### src/rtl/irq_pkg.sv
package irq_pkg;
  localparam int DATA_W = 32;
  // register word indices (byte offset >> 2)
  localparam logic [2:0] W_DSTS  = 3'd0;
  localparam logic [2:0] W_DMASK = 3'd1;
  localparam logic [2:0] W_USTS  = 3'd2;
  localparam logic [2:0] W_UMASK = 3'd3;
  localparam logic [2:0] W_MODE  = 3'd4;
endpackage

### src/rtl/irq_src_bank.sv
module irq_src_bank #(
  parameter int W = 6
) (
  input  logic         clk,
  input  logic         rst,
  input  logic [W-1:0] evt,
  input  logic [W-1:0] clr,
  output logic [W-1:0] status
);
  logic [W-1:0] prev_q;
  logic [W-1:0] status_q;

  for (genvar i = 0; i < W; i++) begin : g_bit
    always_ff @(posedge clk) begin
      if (rst) begin
        prev_q[i]   <= 1'b0;
        status_q[i] <= 1'b0;
      end else begin
        prev_q[i] <= evt[i];
        if (evt[i] && !prev_q[i]) status_q[i] <= 1'b1;
        else if (clr[i])          status_q[i] <= 1'b0;
      end
    end


    no_spurious_set_chk: assert property (@(posedge clk) disable iff (rst)
      (!status_q[i] && !evt[i]) |=> !status_q[i]);

    sticky_hold_chk: assert property (@(posedge clk) disable iff (rst)
      (status_q[i] && !clr[i]) |=> status_q[i]);
  end

  assign status = status_q;
endmodule

### src/rtl/irq_req_ctrl.sv
module irq_req_ctrl #(
  parameter int N = 10
) (
  input  logic         clk,
  input  logic         rst,
  input  logic         msg_mode,
  input  logic [N-1:0] pend,
  input  logic         send_ack,
  output logic [N-1:0] ack_clr,
  output logic         irq_level,
  output logic         irq_send
);
  logic         out_q;
  logic [N-1:0] snap_q;
  logic         send_q;
  logic         lvl_q;
  logic         ack_fire;

  assign ack_fire = msg_mode && out_q && send_ack;
  assign ack_clr  = ack_fire ? snap_q : '0;

  always_ff @(posedge clk) begin
    if (rst) begin
      out_q  <= 1'b0;
      snap_q <= '0;
      send_q <= 1'b0;
      lvl_q  <= 1'b0;
    end else begin
      send_q <= 1'b0;
      lvl_q  <= !msg_mode && (|pend);
      if (!msg_mode) begin
        out_q <= 1'b0;
      end else if (out_q) begin
        if (send_ack) out_q <= 1'b0;
      end else if (|pend) begin
        out_q  <= 1'b1;
        send_q <= 1'b1;
        snap_q <= pend;
      end
    end
  end

  assign irq_level = lvl_q;
  assign irq_send  = send_q;


  send_one_cycle_chk: assert property (@(posedge clk) disable iff (rst)
    irq_send |=> !irq_send);

  send_not_level_chk: assert property (@(posedge clk) disable iff (rst)
    irq_send |-> !irq_level);

  coalesce_chk: assert property (@(posedge clk) disable iff (rst)
    (out_q && !send_ack) |=> !irq_send);
endmodule

### src/rtl/irq_collect.sv
module irq_collect
  import irq_pkg::*;
#(
  parameter int DMA_N  = 6,
  parameter int USR_N  = 4,
  parameter int ADDR_W = 5
) (
  input  logic              clk,
  input  logic              rst,
  input  logic [DMA_N-1:0]  dma_evt,
  input  logic [USR_N-1:0]  usr_evt,
  input  logic              send_ack,
  input  logic [ADDR_W-1:0] reg_addr,
  input  logic              reg_we,
  input  logic [DATA_W-1:0] reg_wdata,
  output logic [DATA_W-1:0] reg_rdata,
  output logic              irq_level,
  output logic              irq_send
);
  localparam int TOT_N = DMA_N + USR_N;

  logic [DMA_N-1:0]  dsts, dmask_q, dclr;
  logic [USR_N-1:0]  usts, umask_q, uclr;
  logic              mode_q;
  logic [TOT_N-1:0]  pend, ack_clr;
  logic [2:0]        widx;
  logic [DATA_W-1:0] rd_q;
  logic              unused_bits;

  assign widx = reg_addr[4:2];
  assign unused_bits = ^{reg_addr[1:0], reg_wdata};

  always_comb begin
    dclr = ack_clr[DMA_N-1:0];
    uclr = ack_clr[TOT_N-1:DMA_N];
    if (reg_we && !mode_q && widx == W_DSTS) dclr = dclr | reg_wdata[DMA_N-1:0];
    if (reg_we && !mode_q && widx == W_USTS) uclr = uclr | reg_wdata[USR_N-1:0];
  end

  irq_src_bank #(.W(DMA_N)) u_dma_bank (
    .clk(clk), .rst(rst), .evt(dma_evt), .clr(dclr), .status(dsts));

  irq_src_bank #(.W(USR_N)) u_usr_bank (
    .clk(clk), .rst(rst), .evt(usr_evt), .clr(uclr), .status(usts));

  assign pend = {usts & umask_q, dsts & dmask_q};

  irq_req_ctrl #(.N(TOT_N)) u_req (
    .clk(clk), .rst(rst), .msg_mode(mode_q), .pend(pend),
    .send_ack(send_ack), .ack_clr(ack_clr),
    .irq_level(irq_level), .irq_send(irq_send));

  always_ff @(posedge clk) begin
    if (rst) begin
      dmask_q <= '0;
      umask_q <= '0;
      mode_q  <= 1'b0;
      rd_q    <= '0;
    end else begin
      case (widx)
        W_DSTS:  rd_q <= {{(DATA_W-DMA_N){1'b0}}, dsts};
        W_DMASK: rd_q <= {{(DATA_W-DMA_N){1'b0}}, dmask_q};
        W_USTS:  rd_q <= {{(DATA_W-USR_N){1'b0}}, usts};
        W_UMASK: rd_q <= {{(DATA_W-USR_N){1'b0}}, umask_q};
        W_MODE:  rd_q <= {{(DATA_W-1){1'b0}}, mode_q};
        default: rd_q <= '0;
      endcase
      if (reg_we) begin
        if (widx == W_DMASK) dmask_q <= reg_wdata[DMA_N-1:0];
        if (widx == W_UMASK) umask_q <= reg_wdata[USR_N-1:0];
        if (widx == W_MODE)  mode_q  <= reg_wdata[0];
      end
    end
  end

  assign reg_rdata = rd_q;


  legacy_no_send_chk: assert property (@(posedge clk) disable iff (rst)
    (!mode_q) |=> !irq_send);
endmodule

### config.mk
export PLATFORM = sky130hd
export DESIGN_NAME = irq_collect
export DESIGN_NICKNAME = d
export VERILOG_FILES = /design/src/rtl/irq_pkg.sv /design/src/rtl/irq_src_bank.sv /design/src/rtl/irq_req_ctrl.sv /design/src/rtl/irq_collect.sv
export SDC_FILE = /design/constraint.sdc
export NUM_CORES = 1
export LEC_CHECK = 0
export BUFFER_PORTS_ARGS = -buffer_cell sky130_fd_sc_hd__buf_2
export CORE_ASPECT_RATIO = 2
export CORE_MARGIN = 4
export CORE_UTILIZATION = 48
export DETAILED_ROUTE_END_ITERATION = 10
export GPL_TIMING_DRIVEN = 0
export PLACE_DENSITY = 0.91
export SLEW_MARGIN = 30
export SYNTH_ARGS = -nofsm -noshare
export SYNTH_HDL_FRONTEND = slang
export SYNTH_SLANG_ARGS = --single-unit
### constraint.sdc
create_clock -name clk -period 1.6 [get_ports clk]
set_input_delay 0.24 -clock clk [delete_from_list [all_inputs] [get_ports clk]]
set_output_delay 0.24 -clock clk [all_outputs]
set_load 0.01 [all_outputs]
==> reports/metrics.yaml <==
yosys_warnings: 0
cts_tree: "built"
cts_made_buffers: 5
drt-initial-drc-count: 41
timing.rr.start: "mode_q$_SDFFE_PP0P_"
drc_errors: 0
yosys.area_share.adder_pct: 0
setup_ws_ps: 43.54
layout_commonest_cell: "dfxtp_1"
antenna_found_initial: 0
r2r-end: "u_usr_bank.status[0]$_SDFFE_PP0P_"
drtPass1Iterations: 4
gp_congestion: 0.9281
synth_cell_types: 31
grt_pass1_wl_um: 7686
synth_mux_area_share_pct: 9.858
cp_max_fo: 8
drive_gt1_share_pct: 29.08
r2r_cells: 4
max_stage_delay_ps: 440
holdPathStages: 2
skew_ps: 10.68
cp-end-kind: "flip-flop"
initial_core_util_pct: 50.40
grt_pass1_vias: 1706
min_period_over_period_pct: 97.28
antennaDiodeCount: 0
synth_compound_area_share_pct: 13.54
slew_viol_final: 0
hold_viol_final: 0
port_buffers: 30
synth-xor-area-share_pct: 0
overflow: 0
multiInputGateArea_mm2: 0.001022
clk_pin_slew_ps: 100
dp_worst_setup_slack_ps: -32.55
setup_violations: 0
cp_slowest_cell: "or3b_4"
post-route-util_pct: 60.85
ant_nets: 0
crit_chain: "or3b_4 > nor3b_4 > a221oi_1 > a21o_1"
hold_end: "u_dma_bank.prev_q[3]$_SDFF_PP0_"
synth_simple_gate_area_share_pct: 18.47
path_class: "flip-flop to flip-flop"
synth_area_mm2: 0.002208
area.growth.synth_to_final_pct: 20.74
clk_latency_ps: 310
clk_path_buf_depth: 2
p_leak_uw: 0.001236
relSlewSlack_pct: 65.53
hold_class: "primary input to flip-flop"
route.vias.total: 1701
place_hpwl_um: 3583
grt_max_degree: 17
regToRegSetupSlack_ps: 40
finalPower_uw: 2526
rows: 34
grt_setup_unrepaired: "no"
cts.sinks: 50
cts-htree-levels: 2
fin_setup_tns_ps: 0
die_h_um: 103.9
drt-total-wl_um: 4694
ys_seq_elements: 50
fmax_ghz: 0.6425
arrival_ps: 1760
status: "finished, final reports clean"
synth_top_family_by_area: "simple AND/OR/NAND/NOR gates"
nFillCells: 400
ir_worst_vdd_v: 0.0008291
most-common-layout-cells: "dfxtp_1, buf_2, buf_4"
grtUsageTotal_pct: 16.89
core_area_mm2: 0.004382
dieArea_mm2: 0.005816
regArea_mm2: 0.001002
period_needed_ps: 1556
drv_cap: 0
yosysSeqAreaShare_pct: 45.33
nNetsFinal: 332
vias_per_cell: 5.063
tightest_slew_ps: 517.0
syn_avg_cell_area_um2: 10.18
avgRoutedWirePerCell_um: 13.97
ios: 85
cp-start-kind: "flip-flop"
synthCells: 217
root_buffer: "clkbuf_8"
powerDensity_mw_per_mm2: 947.5
fin_hold_ws_ps: 181.3
holdCritStartpoint: "dma_evt[3]"
worstPathRequired_ps: 1810
die_x_um: 55.96
[metal layers]
metal  vias to the layer above  wire (um)  global-route usage, %
met5                         -          0                      0
li1                        834          -                      -
met3                        22        321                  3.354
met1                       764       1649                  16.39
met2                        81       2460                  29.65
met4                         0        263                  13.58
[through the flow]
step	area (um^2)	instances
after floorplan	2302	242
after global placement	2520	326
after detailed placement	2520	326
after CTS	2634	334
after global routing	2666	336
final	2666	336
[where the power goes]
group / total (uW) / switching (uW) / internal, uW
logic: 308 / 152 / 156
clock network: 890 / 425 / 465
registers: 1330 / 34.4 / 1290
[registers in the layout (all words and copies together), names as in the netlist, 4 cells and up]
name               cells
u_usr_bank.status      4
umask_q                4
reg_rdata              6
u_dma_bank.prev_q      6
dmask_q                6
u_dma_bank.status      6
u_req.snap_q          10
u_usr_bank.prev_q      4
[cell families after synthesis]
logic type / Yosys count
and+or+nand+nor: 67
DFF: 50
AOI/OAI and AO/OA: 35
muxes: 18
buffers and inverters: 46
other: 1
[synth_stat cells, drive strengths merged]
library cell,n,share of area [%]
or3b,1,0.51
nand4,2,0.57
nor2b,10,2.8
o31ai,1,0.96
a21o,11,3.7
nand3b,2,0.68
conb,1,0.17
nand2b,10,2.8
a22oi,2,0.68
nand2,12,2.0
mux2i,15,6.8
nor3b,5,2.2
buf,32,10
nand4b,1,0.40
nor4bb,1,0.45
nor4,2,0.57
o2bb2ai,10,4.0
a21oi,1,0.23
nor3,5,2.2
and4bb,1,0.57
a221oi,10,4.0
clkbuf,3,0.51
and3,1,0.28
inv,11,1.9
dfxtp,50,45
nor2,14,2.4
mux4,3,3.1
[critical path, delay by kind of cell (launching register included)]
kind / cells / cell delay, ps
and+or+nand+nor: 2 / 760
DFF: 1 / 370
AOI/OAI and AO/OA: 2 / 330
[cell type report]
type | count | share of cell area, %
Buffer | 34 | 8.775
Clock buffer | 5 | 2.581
Clock inverter | 3 | 1.689
Inverter | 11 | 1.549
Multi-Input combinational cell | 146 | 38.34
Sequential cell | 50 | 37.59
Tap cell | 54 | 2.534
Timing Repair Buffer | 33 | 6.945
[repair_timing]
item	CTS	global route
resized for setup	0	1
hold buffers	0	0
setup buffers	0	3
setup endpoints to repair	1	20
pin swaps	1	2
[how the worst max path moves through the flow]
stage,start,end,slack (ps)
floorplan,mode_q$_SDFFE_PP0P_,u_usr_bank.status[0]$_SDFFE_PP0P_,230
global placement,rst,umask_q[2]$_SDFFE_PP0P_,0.02
detailed placement,rst,dmask_q[0]$_SDFFE_PP0P_,-30
CTS,mode_q$_SDFFE_PP0P_,u_usr_bank.status[0]$_SDFFE_PP0P_,0.06
global route,mode_q$_SDFFE_PP0P_,u_dma_bank.status[5]$_SDFFE_PP0P_,10
finish,mode_q$_SDFFE_PP0P_,u_usr_bank.status[0]$_SDFFE_PP0P_,40
Note: power is estimated with default switching activity, not from simulation.
